`src/rtl/tick_timer_pkg.sv`:
```
package tick_timer_pkg;
    localparam logic [7:0] OFF_PRESCALE = 8'h00;
    localparam logic [7:0] OFF_INTERVAL = 8'h08;
    localparam logic [7:0] OFF_CONTROL  = 8'h20;
    localparam logic [7:0] OFF_STATUS   = 8'h30;
    localparam logic [7:0] OFF_ENABLE   = 8'h34;
    localparam logic [7:0] OFF_ACK      = 8'h40;

    localparam int CTL_RUN_PRE  = 0;
    localparam int CTL_RUN_CNT  = 1;
    localparam int CTL_REPEAT   = 2;

    localparam int ACK_PRE_BIT  = 0;
    localparam int ACK_INT_BIT  = 1;
    localparam int ACK_CTL_BIT  = 3;
endpackage

```
`src/rtl/tick_prescaler.sv`:
```
module tick_prescaler #(
    parameter int CNT_W = 32
) (
    input  logic             clk,
    input  logic             rst_n,
    input  logic             run,
    input  logic             reload,
    input  logic [CNT_W-1:0] limit,
    output logic             tick
);
    logic [CNT_W-1:0] cnt_d, cnt_q;

    always_comb begin
        cnt_d = cnt_q;
        tick  = 1'b0;
        if (reload) begin
            cnt_d = '0;
        end else if (run) begin
            if (cnt_q >= limit) begin
                cnt_d = '0;
                tick  = 1'b1;
            end else begin
                cnt_d = cnt_q + 1'b1;
            end
        end
    end

    always_ff @(posedge clk or negedge rst_n) begin
        if (!rst_n) cnt_q <= '0;
        else        cnt_q <= cnt_d;
    end

    AST_PRESCALE_FROZEN: assert property (@(posedge clk) disable iff (!rst_n)
        (!run && !reload) |=> $stable(cnt_q));
endmodule

```
`src/rtl/tick_interval_counter.sv`:
```
module tick_interval_counter #(
    parameter int CNT_W = 31
) (
    input  logic             clk,
    input  logic             rst_n,
    input  logic             enable,
    input  logic             tick,
    input  logic             reload,
    input  logic [CNT_W-1:0] period,
    output logic             expire
);
    logic [CNT_W-1:0] cnt_d, cnt_q;

    always_comb begin
        cnt_d  = cnt_q;
        expire = 1'b0;
        if (reload) begin
            cnt_d = period;
        end else if (enable && tick) begin
            if (cnt_q == '0) begin
                cnt_d  = period;
                expire = 1'b1;
            end else begin
                cnt_d = cnt_q - 1'b1;
            end
        end
    end

    always_ff @(posedge clk or negedge rst_n) begin
        if (!rst_n) cnt_q <= '0;
        else        cnt_q <= cnt_d;
    end

    AST_INTERVAL_FROZEN: assert property (@(posedge clk) disable iff (!rst_n)
        (!enable && !reload) |=> $stable(cnt_q));
    AST_RELOAD_TAKES_BUFFER: assert property (@(posedge clk) disable iff (!rst_n)
        reload |=> (cnt_q == $past(period)));
endmodule

```
`src/rtl/tick_interval_timer.sv`:
```
module tick_interval_timer
    import tick_timer_pkg::*;
#(
    parameter int DATA_W = 32,
    parameter int ADDR_W = 8,
    parameter int TICK_W = 32
) (
    input  logic              clk,
    input  logic              rst_n,
    input  logic              bus_we,
    input  logic [ADDR_W-1:0] bus_addr,
    input  logic [DATA_W-1:0] bus_wdata,
    output logic [DATA_W-1:0] bus_rdata,
    output logic              irq
);
    localparam int ICNT_W = DATA_W - 1;

    typedef struct packed {
        logic [TICK_W-1:0] pre;
        logic [ICNT_W-1:0] ivl;
        logic [2:0]        ctl;
        logic              stat;
        logic              enb;
        logic [2:0]        ack;
    } regs_t;

    regs_t r_d, r_q;

    logic wr_pre, wr_ivl, wr_ctl, wr_stat, wr_enb, wr_ack;
    logic restart, tick, expire;

    assign wr_pre  = bus_we && (bus_addr == ADDR_W'(OFF_PRESCALE));
    assign wr_ivl  = bus_we && (bus_addr == ADDR_W'(OFF_INTERVAL));
    assign wr_ctl  = bus_we && (bus_addr == ADDR_W'(OFF_CONTROL));
    assign wr_stat = bus_we && (bus_addr == ADDR_W'(OFF_STATUS));
    assign wr_enb  = bus_we && (bus_addr == ADDR_W'(OFF_ENABLE));
    assign wr_ack  = bus_we && (bus_addr == ADDR_W'(OFF_ACK));

    assign restart = wr_ctl && ((bus_wdata[1:0] & ~r_q.ctl[1:0]) != 2'b00);

    tick_prescaler #(.CNT_W(TICK_W)) u_pre (
        .clk    (clk),
        .rst_n  (rst_n),
        .run    (r_q.ctl[CTL_RUN_PRE]),
        .reload (restart),
        .limit  (r_q.pre),
        .tick   (tick)
    );

    tick_interval_counter #(.CNT_W(ICNT_W)) u_ivl (
        .clk    (clk),
        .rst_n  (rst_n),
        .enable (r_q.ctl[CTL_RUN_CNT]),
        .tick   (tick),
        .reload (restart),
        .period (r_q.ivl),
        .expire (expire)
    );

    always_comb begin
        r_d = r_q;
        if (wr_pre) begin
            r_d.pre    = bus_wdata[TICK_W-1:0];
            r_d.ack[0] = 1'b1;
        end
        if (wr_ivl) begin
            if (bus_wdata[DATA_W-1]) r_d.ivl = bus_wdata[ICNT_W-1:0];
            r_d.ack[1] = 1'b1;
        end
        if (expire && !r_q.ctl[CTL_REPEAT]) r_d.ctl[CTL_RUN_CNT] = 1'b0;
        if (wr_ctl) begin
            r_d.ctl    = bus_wdata[2:0];
            r_d.ack[2] = 1'b1;
        end
        if (wr_enb) r_d.enb = bus_wdata[0];
        if (wr_stat && bus_wdata[0]) r_d.stat = 1'b0;
        if (expire) r_d.stat = 1'b1;
        if (wr_ack) begin
            if (bus_wdata[ACK_PRE_BIT]) r_d.ack[0] = 1'b0;
            if (bus_wdata[ACK_INT_BIT]) r_d.ack[1] = 1'b0;
            if (bus_wdata[ACK_CTL_BIT]) r_d.ack[2] = 1'b0;
        end
    end

    always_ff @(posedge clk or negedge rst_n) begin
        if (!rst_n) r_q <= '0;
        else        r_q <= r_d;
    end

    always_comb begin
        bus_rdata = '0;
        if (bus_addr == ADDR_W'(OFF_PRESCALE))      bus_rdata[TICK_W-1:0] = r_q.pre;
        else if (bus_addr == ADDR_W'(OFF_INTERVAL)) bus_rdata[ICNT_W-1:0] = r_q.ivl;
        else if (bus_addr == ADDR_W'(OFF_CONTROL))  bus_rdata[2:0] = r_q.ctl;
        else if (bus_addr == ADDR_W'(OFF_STATUS))   bus_rdata[0] = r_q.stat;
        else if (bus_addr == ADDR_W'(OFF_ENABLE))   bus_rdata[0] = r_q.enb;
        else if (bus_addr == ADDR_W'(OFF_ACK)) begin
            bus_rdata[ACK_PRE_BIT] = r_q.ack[0];
            bus_rdata[ACK_INT_BIT] = r_q.ack[1];
            bus_rdata[ACK_CTL_BIT] = r_q.ack[2];
        end
    end

    assign irq = r_q.stat & r_q.enb;

    AST_STATUS_STICKY: assert property (@(posedge clk) disable iff (!rst_n)
        (r_q.stat && !(wr_stat && bus_wdata[0])) |=> r_q.stat);
    AST_EXPIRY_SETS_STATUS: assert property (@(posedge clk) disable iff (!rst_n)
        expire |=> r_q.stat);
    AST_ONESHOT_STOPS: assert property (@(posedge clk) disable iff (!rst_n)
        (expire && !r_q.ctl[CTL_REPEAT] && !wr_ctl) |=> !r_q.ctl[CTL_RUN_CNT]);
    AST_PRESCALE_ACK: assert property (@(posedge clk) disable iff (!rst_n)
        wr_pre |=> r_q.ack[0]);
endmodule

```
`config.mk`:
```
export PLATFORM = sky130hd
export DESIGN_NAME = tick_interval_timer
export DESIGN_NICKNAME = d
export VERILOG_FILES = /design/src/rtl/tick_timer_pkg.sv /design/src/rtl/tick_prescaler.sv /design/src/rtl/tick_interval_counter.sv /design/src/rtl/tick_interval_timer.sv
export SDC_FILE = /design/constraint.sdc
export NUM_CORES = 1
export LEC_CHECK = 0
export ABC_AREA = 0
export BUFFER_PORTS_ARGS = -buffer_cell sky130_fd_sc_hd__buf_2
export CAP_MARGIN = 20
export CORE_ASPECT_RATIO = 1.2
export CORE_MARGIN = 3
export CORE_UTILIZATION = 25
export CTS_CLUSTER_DIAMETER = 80
export CTS_CLUSTER_SIZE = 25
export DETAILED_ROUTE_END_ITERATION = 10
export SKIP_CTS_REPAIR_TIMING = 1
export SYNTH_ARGS = -nofsm -noshare
export SYNTH_HDL_FRONTEND = slang
export SYNTH_HIERARCHICAL = 1
export SYNTH_SLANG_ARGS = --single-unit
```
`constraint.sdc`:
```
create_clock -name clk -period 4.7 [get_ports clk]
set_clock_uncertainty 0.05 [all_clocks]
set_input_delay 0.94 -clock clk [delete_from_list [all_inputs] [get_ports clk]]
set_output_delay 0.94 -clock clk [all_outputs]
set_load 0.03 [all_outputs]
```
Word level (Yosys, flattened, before mapping)
Index checks and enable logic that the tools add are counted.
{"block": "op_classes", "addsub": 2, "bitwise": 3, "n_mul": 0, "order_cmp": 1, "reduce_logical": 19, "mux": 38, "eq_ne": 5, "div": 0, "n_shift": 0}
{"cell": "31-bit two-way mux", "count": 4}
{"cell": "32-bit two-way mux", "count": 3}
{"cell": "32-bit by 1-bit adder with 32-bit output (second input constant)", "count": 1}
{"cell": "32-bit >= comparator", "count": 1}
{"cell": "31-bit zero test", "count": 1}
{"cell": "31-bit by 1-bit subtractor with 31-bit output (second input constant)", "count": 1}
{"cell": "27-bit two-way mux", "count": 1}
{"cell": "1-bit two-way mux", "count": 25}
{"cell": "8-bit by 6-bit equality test with 1-bit output (second input constant)", "count": 3}
{"cell": "1-bit logical AND", "count": 10}
{"cell": "2-bit nonzero test", "count": 5}
{"cell": "8-bit by 4-bit equality test with 1-bit output (second input constant)", "count": 1}
{"cell": "8-bit by 7-bit equality test with 1-bit output (second input constant)", "count": 1}
{"cell": "8-bit zero test", "count": 1}
{"cell": "2-bit two-way mux", "count": 3}
{"cell": "4-bit two-way mux", "count": 1}
{"cell": "3-bit two-way mux", "count": 1}
{"cell": "2-bit AND", "count": 1}
{"cell": "2-bit inverter", "count": 1}
{"cell": "2-bit AND reduction", "count": 1}
{"cell": "1-bit AND", "count": 1}
{"cell": "1-bit zero test", "count": 1}
{"block": "totals", "n_memories": 0, "output_inout_bits": 33, "ram_bits": 0, "input_bits": 43, "latch_bits": 0, "ff_bits": 134, "word_cells": 77, "mem_bits_ro": 0}

Depth between registers and ports, before layout
Gate-level depths: netlist of run 1.
{"block": "logic_depth", "depth_word": 11, "ltp_mapped": 16, "depth_no_buf": 13}

Modules after synthesis
Netlist of run 1, hierarchy kept.
{"module": "tick_interval_timer", "area_each_um2": 3370.7, "cells_per_inst": 236, "seq_area_each_um2": 1776.7, "instances": 1}
{"module": "tick_prescaler", "area_each_um2": 2965.3, "cells_per_inst": 376, "seq_area_each_um2": 800.8, "instances": 1}
{"module": "tick_interval_counter", "area_each_um2": 2219.6, "cells_per_inst": 253, "seq_area_each_um2": 775.7, "instances": 1}

Least setup slack after synthesis of run 1
Ideal clock, no wire load.
{"block": "synth_path", "kind": "input to register", "from": "input port bus_addr[1]", "to": "register u_ivl.cnt_q[29]", "setup_slack_ns": 1.099, "setup_ns": 0.082, "t_required_ns": 4.568, "arrival_time_ns": 3.469, "path_buffers": 2, "stages": 12, "path_cell_list": "nor4b_4 nand4_1 nor2_1 inv_1 clkbuf_1 and3_1 nor4bb_1 and4_1 a31oi_1 clkbuf_1 o32ai_1 a31oi_1"}
{"block": "synth_via", "elab_chain_len": 6, "elab_cells_between_ends": 7, "cone_classes": "eq/ne (1); mux (2); reduce/logical (4)"}
{"item": "from (decl)", "line": "tick_interval_timer.sv:11", "rtl": "input logic [ADDR_W-1:0] bus_addr,"}
{"item": "8-bit by 6-bit equality test with 1-bit output", "line": "tick_interval_timer.sv:34", "rtl": "assign wr_ctl = bus_we && (bus_addr == ADDR_W'(OFF_CONTROL));"}
{"item": "1-bit logical AND", "line": "tick_interval_timer.sv:34"}
{"item": "1-bit logical AND", "line": "tick_interval_timer.sv:39", "rtl": "assign restart = wr_ctl && ((bus_wdata[1:0] & ~r_q.ctl[1:0]) != 2'b00);"}
{"item": "named net restart", "line": "tick_interval_timer.sv:30", "rtl": "logic restart, tick, expire;"}
{"item": "1-bit two-way mux", "line": "tick_prescaler.sv:16", "rtl": "if (reload) begin"}
{"item": "named net tick", "line": "tick_interval_timer.sv:30"}
{"item": "1-bit logical AND", "line": "tick_interval_counter.sv:19", "rtl": "end else if (enable && tick) begin"}
{"item": "2-bit nonzero test (no line)"}
{"item": "to (signal assigned)", "line": "tick_interval_counter.sv:31", "rtl": "else cnt_q <= cnt_d;"}
{"item": "to (decl)", "line": "tick_interval_counter.sv:12", "rtl": "logic [CNT_W-1:0] cnt_d, cnt_q;"}
The timed path passes the listed nets, and every way through them passes these cells.
A chain may end at the register's enable or synchronous reset.

Worst setup path in the final report of run 1
{"block": "layout_path", "from": "register u_pre.cnt_q[15]", "to": "register u_ivl.cnt_q[7]"}
{"block": "layout_via", "elab_chain_len": 6}
{"item": "from (decl)", "line": "tick_prescaler.sv:11", "rtl": "logic [CNT_W-1:0] cnt_d, cnt_q;"}
{"item": "from (signal assigned)", "line": "tick_prescaler.sv:30", "rtl": "else cnt_q <= cnt_d;"}
{"item": "32-bit >= comparator", "line": "tick_prescaler.sv:19", "rtl": "if (cnt_q >= limit) begin"}
{"item": "1-bit two-way mux", "line": "tick_prescaler.sv:19"}
{"item": "1-bit two-way mux", "line": "tick_prescaler.sv:18", "rtl": "end else if (run) begin"}
{"item": "1-bit two-way mux", "line": "tick_prescaler.sv:16"}
{"item": "named net tick", "line": "tick_interval_timer.sv:30"}
{"item": "1-bit logical AND", "line": "tick_interval_counter.sv:19"}
{"item": "2-bit nonzero test (no line)"}
The timed path passes the listed nets, and every way through them passes these cells.

==> impl_metrics.yaml, run 1 <==
status:
  status: "complete, no violations"
route:
  remaining_drc_errors: 0
  vias: 7304
  drt-pass1-iter-count: 5
  wl_per_cell_um: 18.33
  drt_iter0_markers: 505
  via_per_inst: 5.255
  wl_um: 25480
  wl_met3_um: 1049
  ant_nets: 0
  met2_length_um: 12780
  met1_length_um: 10630
  highest_layer: "met4"
logic_synthesis:
  avgSynthCellArea_um2: 9.891
  syn_inst: 865
  yosysUniqueCellTypes: 84
  synth-seq-area-share_pct: 39.19
  syn-num-nets: 943
  async_reset_ff_share_pct: 100.0
  yosysWarnings: 6
  yosys_register_bits: 134
  ys.flop_type: "dfrtp_1"
  syn-cell-area_um2: 8556
  synth_edf_count: 0
setup_path:
  startpoint_type: "flop"
  crit_slowest_cell: "a21o_1"
  crit_type: "flop to flop"
  arrival_ns: 3.94
  max_stage_delay_ns: 0.68
  cp_max_fo: 23
  crit_required_ns: 4.95
  cp_cell_sequence: "ha_1 -> nand4_1 -> nor3_1 -> a22oi_1 -> a2111o_1 -> nand2_1 -> and3_1 -> a21o_1 -> a31oi_1 -> o32a_1"
  crit_path_end_kind: "flop"
sta:
  setup_violations: 0
  max_slew_margin_pct: 44.19
  timing.final.ws_setup_ns: 1.013
  timing.hold.ws_ns: 0.4542
  period_minus_slack_ns: 3.687
  maxSlewViolCount: 0
  fmax_mhz: 271.2
  hold_viol: 0
  tightestPinTransition_ns: 0.8371
  setup_tns_ns: 0
  rsz0062_at_grt: "false"
  fin_crit_sh_pct: 78.44
clock_network:
  htree_num_levels: 4
  clock_sinks: 134
  clk_latency_ns: 0.43
  cts.clk_slew.worst_paths_ns: 0.06
  cts_root_buf: "clkbuf_16"
  cts_inserted_buffers: 17
  clockBufferDepth: 2
  tritoncts: "done"
place:
  io_buffers: 75
  numPlacedInstances: 1358
  gp_congestion: 0.8649
  pre_cts_slack_ns: 0.6485
  hpwl_um: 18080
finish:
  final_cells: 1390
  n_antenna_cell: 0
  layout_common_cells: "dfrtp_1, buf_2, nand2_1"
  nFillCells: 3516
  fin_nets: 1005
  final_common_cell: "dfrtp_1"
  areaGrowthSynthToFinish_pct: 16.42
  layout-drive-gt1-share_pct: 20.11
grt:
  grt_max_degree: 87
  grt_pass1_vias: 7138
  grt_usage_pct: 13.93
  grt_overflow: 0
  grt_pass1_wl_um: 40590
  antenna_found_initial: 0
worst_hold_path:
  hold_class: "flop to flop"
floorplan:
  start_util_pct: 25.59
  pin_count: 76
  die_width_um: 174.9
  dieArea_um2: 36490
  die_y_um: 208.7
  rows: 73
  core_area_um2: 33430
power_and_ir_drop:
  powerDensity_nw_per_um2: 385.5
  vdd_drop_max_v: 0.0002135
  power.leakage_nw: 4.493
job:
  drv_cap: 0
==> routing by layer <==
metal,vias to the layer above,GRT usage (%)
met5,-,0
met4,0,6.689
met3,56,2.345
met2,232,23.74
met1,3610,17.09
li1,3406,-
==> synth_stat cells, types with 7 or more instances <==
cell      count  share of area (%)
mux2_1       31                4.1
dfrtp_1     134                 39
or3_1         7               0.51
ha_1         35                5.1
nor3_1       28                1.6
a21o_1        7               0.61
o211ai_1     14                1.2
and2_1       11               0.80
nor4_1       15                1.1
or4_1         9               0.79
nand3_1      33                1.9
a221o_1      10                1.2
mux2_2        7               0.92
a22o_1       29                3.0
and3_1       17                1.2
inv_1        55                2.4
and4_1       10                1.0
clkbuf_1     21               0.92
nor2b_1       7               0.51
a21oi_1      39                2.3
nand2_1      62                2.7
mux2_4       31                5.4
nand4_1      34                2.5
buf_2        11               0.64
o21ai_0      11               0.64
o21ai_1       9               0.53
nor2_1       46                2.0
a31oi_1      15                1.1
mux2i_1       8               0.94
==> final timing paths <==
kind                            slack, ns         endpoint  cells after the start       startpoint
worst max-delay path                 1.01   u_ivl/cnt_q[7]                     10  u_pre/cnt_q[15]
worst min-delay path                 0.45           r_q[4]                      1           r_q[4]
worst max register to register       1.01   u_ivl/cnt_q[7]                     10  u_pre/cnt_q[15]
worst min register to register       0.45           r_q[4]                      1           r_q[4]
max in group asynchronous            3.13  u_ivl/cnt_q[13]                      2            rst_n
min in group asynchronous            0.55  u_pre/cnt_q[26]                      1            rst_n
==> cell type report <==
class / instances / area [µm²] / share of cell area (%)
sequential: 134 / 3353 / 33.66
multi-input combinational: 628 / 4715 / 47.33
tap: 450 / 563.0 / 5.653
clock inverter: 7 / 116.4 / 1.168
clock buffer: 25 / 505.5 / 5.075
inverter: 55 / 206.4 / 2.073
timing repair buffer: 91 / 501.7 / 5.037
==> critical path, delay by kind of cell (launching register included) <==
family | cells | cell delay [ns]
compound gates | 5 | 1.79
simple gates | 4 | 0.86
flops | 1 | 0.47
fa+ha+maj | 1 | 0.36
==> kinds of logic (layout without fill, tap and decap cells) <==
| family | Yosys count | count (layout) | share of synthesized area [%] |
|---|---|---|---|
| simple gates | 322 | 322 | 21.83 |
| compound gates | 194 | 194 | 16.64 |
| flops | 134 | 134 | 39.19 |
| buf+inv | 103 | 178 | 5.835 |
| mux | 77 | 77 | 11.38 |
| fa+ha+maj | 35 | 35 | 5.118 |
==> flip-flops by register name, summed over array words and instances (netlist names) <==
| signal | cells |
|---|---|
| r_q | 71 |
| u_ivl/cnt_q | 31 |
| u_pre/cnt_q | 32 |
==> power breakdown <==
| group | internal (W) | switching, W | leakage (nW) |
|---|---|---|---|
| combinational | 0.000381 | 0.000526 | 2.49 |
| sequential | 0.00129 | 0.000230 | 1.70 |
| clock | 0.000905 | 0.000506 | 0.303 |
==> through the flow <==
stage	utilization (%)	area, µm²	power, W
3_5_place_dp	27.94	9339	0.002433
6_report	29.80	9961	0.003840
5_1_grt	29.80	9961	0.004063
2_1_floorplan	-	8556	0.002151
4_1_cts	29.80	9961	0.003865
3_3_place_gp	27.94	9339	0.002400
Power figures use the tool's default switching activity.
==> run 2, diff against run 1 <==
==> constraint.sdc (replaced) <==
create_clock -name clk -period 3.25 [get_ports clk]
set_clock_uncertainty 0.05 [all_clocks]
set_input_delay 0.65 -clock clk [delete_from_list [all_inputs] [get_ports clk]]
set_output_delay 0.65 -clock clk [all_outputs]
set_load 0.03 [all_outputs]
==> impl_metrics.yaml, run 2 (synthesis gave the netlist of run 1 again) <==
finish:
  top_regs: "r_q: 71 flops, u_pre/cnt_q: 32 flops, u_ivl/cnt_q: 31 flops"
  fin_nets: 1074
  layout-drive-gt1-share_pct: 27.55
  areaGrowthSynthToFinish_pct: 24.66
  largest_reg_flops: 71
  regMostFlops: "r_q"
  layout_common_cells: "dfrtp_1, buf_2, buf_4"
  final_common_cell: "dfrtp_1"
  n_antenna_cell: 0
  final_cells: 1459
sta:
  maxSlewViolCount: 0
  tightestPinTransition_ns: 0.6645
  rsz0062_at_grt: "true"
  hold_viol: 0
  fmax_mhz: 307.5
  period_minus_slack_ns: 3.252
  timing.final.ws_setup_ns: -0.002095
  fin_crit_sh_pct: 100.1
  setup_violations: 1
  timing.hold.ws_ns: 0.1315
  max_slew_margin_pct: 55.33
clock_network:
  tritoncts: "done"
  cts.clk_slew.worst_paths_ns: 0.06
  htree_num_levels: 4
  clock_sinks: 134
  clockBufferDepth: 2
  cts_root_buf: "clkbuf_16"
  cts_inserted_buffers: 17
  clk_latency_ns: 0.43
setup_path:
  cp.depth: 12
  crit_family: "simple AND/OR/NAND/NOR gates"
  crit_required_ns: 3.51
  crit_slowest_cell: "or4_1"
  crit_type: "flop to flop"
  worst-path-buf-inv: 1
  cp_cell_sequence: "ha_4 -> nand4_1 -> nor3_2 -> a22oi_2 -> a2111o_1 -> nand2_2 -> and3_4 -> buf_4 -> nand2_2 -> or4_1 -> and3_1 -> a221o_1"
  crit_path_end_kind: "flop"
  max_stage_delay_ns: 0.46
  startpoint_type: "flop"
  arrival_ns: 3.52
  r2r_setup_slack_ns: -0.002
  cpMostUsedCell: "nand2_2"
  cp_max_fo: 5
  r2r_cells: 12
power_and_ir_drop:
  power.leakage_nw: 4.837
  powerDensity_nw_per_um2: 539.3
  vdd_drop_max_v: 0.0002783
grt:
  grt_overflow: 0
  antenna_found_initial: 0
  grt_pass1_vias: 7432
  grt_max_degree: 59
  grt_pass1_wl_um: 41680
  grt_usage_pct: 14.30
route:
  ant_nets: 0
  wl_per_cell_um: 17.91
  via_per_inst: 5.199
  wl_um: 26130
  drt-pass1-iter-count: 5
  drt_iter0_markers: 645
  remaining_drc_errors: 0
  vias: 7586
place:
  gp_congestion: 0.9005
  io_buffers: 75
  numPlacedInstances: 1420
  hpwl_um: 19090
floorplan:
  start_util_pct: 25.59
  rows: 73
  core_area_um2: 33430
  dieArea_um2: 36490
  pin_count: 76
  die_width_um: 174.9
  die_y_um: 208.7
status:
  violations: "negative setup slack"
  status: "complete, but fails checks"
job:
  drv_cap: 0
worst_hold_path:
  hold_class: "primary input to async pin"
==> run 2: cell types whose count changed in the layout (fill, tap and decap cells not counted), moves of 3 or more <==
cell        delta
ha_1           -4
clkinvlp_4     +5
nor3_1         -4
buf_6          +3
buf_12         +6
buf_4         +59
nor3_2         +4
ha_4           +4
==> run 2: final cells by class <==
cell class | instances | area [µm²]
Fill cell | 3479 | 22760
Multi-Input combinational cell | 628 | 4845
Sequential cell | 134 | 3353
Timing Repair Buffer | 160 | 1104
Tap cell | 450 | 563.0
Clock buffer | 21 | 470.5
Inverter | 55 | 206.4
Clock inverter | 11 | 123.9
==> run 2: where the power goes <==
part / internal [W] / switching (W)
sequential: 0.00187 / 0.000206
clock: 0.00119 / 0.000774
combinational: 0.000763 / 0.000952
==> run 2: per-layer routing <==
layer  global-route usage (%)  share of wire [%]
met5                        0                  0
met4                    6.166                3.9
met3                    2.345                3.9
met2                    24.55                 50
met1                    17.71                 42
==> run 2: path summary, 6_finish.rpt <==
check / startpoint / endpoint
min in group clk: bus_wdata[28] / r_q[67]
max: u_pre/cnt_q[15] / u_ivl/cnt_q[11]
min reg2reg: r_q[4] / r_q[4]
max reg2reg: u_pre/cnt_q[15] / u_ivl/cnt_q[11]
min: rst_n / u_pre/cnt_q[31]
max in group asynchronous: rst_n / r_q[5]
==> run 2: through the flow <==
step | setup TNS [ns] | power [W] | instance area, µm² | utilization, % | setup WS, ns
2_1_floorplan | 0 | 0.003110 | 8563 | - | 0.001603
3_3_place_gp | 0 | 0.003709 | 9886 | 29.57 | 0.02537
3_5_place_dp | -0.01823 | 0.003745 | 9886 | 29.57 | -0.01788
4_1_cts | -0.1044 | 0.005740 | 10480 | 31.35 | -0.06004
5_1_grt | -0.2829 | 0.006125 | 10670 | 31.90 | -0.1129
6_report | -0.002095 | 0.005752 | 10670 | 31.90 | -0.002095
==> run 2: worst reg2reg max path, cell delays in order, from the launching register on <==
cell	delay [ns]
dfrtp_1	0.42
ha_4	0.29
nand4_1	0.18
nor3_2	0.23
a22oi_2	0.11
a2111o_1	0.45
nand2_2	0.09
and3_4	0.19
buf_4	0.14
nand2_2	0.07
or4_1	0.46
and3_1	0.19
a221o_1	0.26
==> run 3, diff against run 2 <==
--- a/config.mk
+++ b/config.mk
@@ -6,7 +6,6 @@
 export NUM_CORES = 1
 export LEC_CHECK = 0
 export ABC_AREA = 0
-export BUFFER_PORTS_ARGS = -buffer_cell sky130_fd_sc_hd__buf_2
 export CAP_MARGIN = 20
 export CORE_ASPECT_RATIO = 1.2
 export CORE_MARGIN = 3
@@ -14,6 +13,7 @@
 export CTS_CLUSTER_DIAMETER = 80
 export CTS_CLUSTER_SIZE = 25
 export DETAILED_ROUTE_END_ITERATION = 10
+export DONT_BUFFER_PORTS = 1
 export SKIP_CTS_REPAIR_TIMING = 1
 export SYNTH_ARGS = -nofsm -noshare
 export SYNTH_HDL_FRONTEND = slang
==> impl_metrics.yaml, run 3 (synthesis gave the netlist of run 1 again) <==
grt:
  use_met2_pct: 24.19
  grt_usage_pct: 14.04
  grt_util_met3_pct: 2.526
  met1_usage_pct: 16.86
  top_usage_layer: "met2"
  grt_overflow: 0
  grt_pass1_wl_um: 40740
  grt_max_degree: 135
  antenna_found_initial: 0
  grt_pass1_vias: 7218
power_and_ir_drop:
  seqPwrFrac_pct: 35.0
  power.leakage_nw: 4.798
  vdd_drop_max_v: 0.0002777
  clockPowerShare_pct: 35.4
  combPwrFrac_pct: 29.6
  powerDensity_nw_per_um2: 545.8
  switching_share_pct: 32.57
  p_int_w: 0.003956
  power_switching_w: 0.001911
status:
  status: "complete, but fails checks"
  violations: "negative hold slack"
place:
  hpwl_um: 19050
  gp_congestion: 0.8969
  numPlacedInstances: 1399
  io_buffers: 0
route:
  vias: 7409
  ant_nets: 0
  drt_iter0_markers: 497
  drt-pass1-iter-count: 5
  via_per_inst: 5.159
  wl_um: 26180
  remaining_drc_errors: 0
  wl_per_cell_um: 18.23
clock_network:
  clock_sinks: 134
  htree_num_levels: 4
  cts_root_buf: "clkbuf_16"
  clk_latency_ns: 0.43
  cts_inserted_buffers: 17
  clockBufferDepth: 2
  tritoncts: "done"
  cts.clk_slew.worst_paths_ns: 0.07
finish:
  multiInputGateArea_um2: 4875
  regMostFlops: "r_q"
  final_cells: 1436
  layout_common_cells: "dfrtp_1, buf_4, nand2_1"
  areaGrowthSynthToFinish_pct: 25.65
  top_regs: "r_q: 71 flops, u_pre/cnt_q: 32 flops, u_ivl/cnt_q: 31 flops"
  n_antenna_cell: 0
  final_common_cell: "dfrtp_1"
  fin_util_pct: 32.16
  largest_reg_flops: 71
  fin_nets: 1051
  layout-drive-gt1-share_pct: 26.37
  nFillCells: 3478
  ff_latch_area_um2: 3353
floorplan:
  pin_count: 76
  core_area_um2: 33430
  dieArea_um2: 36490
  start_util_pct: 25.59
  rows: 73
  die_width_um: 174.9
  die_y_um: 208.7
setup_path:
  startpoint_type: "flop"
  rr_startpoint: "r_q[49]"
  crit_type: "flop to flop"
  startpoint: "r_q[49]"
  cp_max_fo: 5
  crit_required_ns: 3.52
  arrival_ns: 3.44
  r2r_setup_slack_ns: 0.08
  crit_path_end_kind: "flop"
sta:
  hold_viol: 134
  max_slew_margin_pct: 54.89
  timing.hold.ws_ns: -0.1365
  tightestPinTransition_ns: 0.6705
  maxSlewViolCount: 0
  fin_crit_sh_pct: 97.56
  period_minus_slack_ns: 3.171
  setup_violations: 0
  fmax_mhz: 315.4
  rsz0062_at_grt: "true"
worst_hold_path:
  hold_class: "primary input to async pin"
job:
  drv_cap: 0
-- run 3: cell count changes in the layout (fill, tap and decap cells not counted), sizes merged --
cell      previous run  this run
buf                160       137
clkinvlp             6         1
inv                 56        57
clkbuf              21        17
clkinv               2         8
bufinv               2         4
-- run 3: per-layer routing --
metal	vias to the layer above	share of wire [%]
met3	55	4.0
li1	3500	-
met1	3656	41
met5	-	0
met4	0	3.9
met2	198	51
-- run 3: final timing paths --
path / endpoint / depth (start not counted)
worst max-delay path: u_ivl/cnt_q[11] / 13
worst min-delay path: u_pre/cnt_q[30] / 0
worst max register to register: u_ivl/cnt_q[11] / 13
min in group clk: r_q[1] / 1
worst min register to register: r_q[4] / 1
max in group asynchronous: r_q[3] / 0
-- run 3: worst max-delay path: stages (launching register included) --
cell and delay (ns):
dfrtp_1 0.36, inv_1 0.07, ha_1 0.30, nand4_1 0.16, nor3_2 0.22, a22oi_2 0.10, a2111o_1 0.45, nand2_2 0.08
and3_4 0.19, buf_6 0.12, nand2_2 0.06, or4_1 0.49, and3_1 0.15, a221o_1 0.25
-- run 3: stage by stage --
step / setup TNS (ns) / hold slack, ns / area, µm² / power [W] / setup slack (ns)
2_1_floorplan: 0 / 0.3044 / 8563 / 0.003110 / 0.001603
3_3_place_gp: -0.07802 / 0.3165 / 9922 / 0.003672 / -0.07217
3_5_place_dp: -0.2978 / 0.3176 / 9922 / 0.003714 / -0.1433
4_1_cts: -0.5491 / -0.1470 / 10550 / 0.005826 / -0.1748
5_1_grt: -0.2521 / -0.1560 / 10750 / 0.006204 / -0.05218
6_report: 0 / -0.1365 / 10750 / 0.005867 / 0.07925
-- run 3: area by class of cell --
| class | count | share of cell area (%) |
|---|---|---|
| Multi-Input combinational cell | 628 | 45.34 |
| Sequential cell | 134 | 31.19 |
| Timing Repair Buffer | 137 | 10.45 |
| Tap cell | 450 | 5.237 |
| Clock buffer | 17 | 3.957 |
| Inverter | 55 | 1.920 |
| Clock inverter | 15 | 1.897 |
-- run 3: power by group through the flow --
stage	logic, W	registers, W	clock network (W)
2_1_floorplan	0.00102	0.00209	0
3_3_place_gp	0.00161	0.00206	0
3_5_place_dp	0.00166	0.00206	0
4_1_cts	0.00167	0.00204	0.00212
5_1_grt	0.00193	0.00208	0.00219
6_report	0.00174	0.00205	0.00208
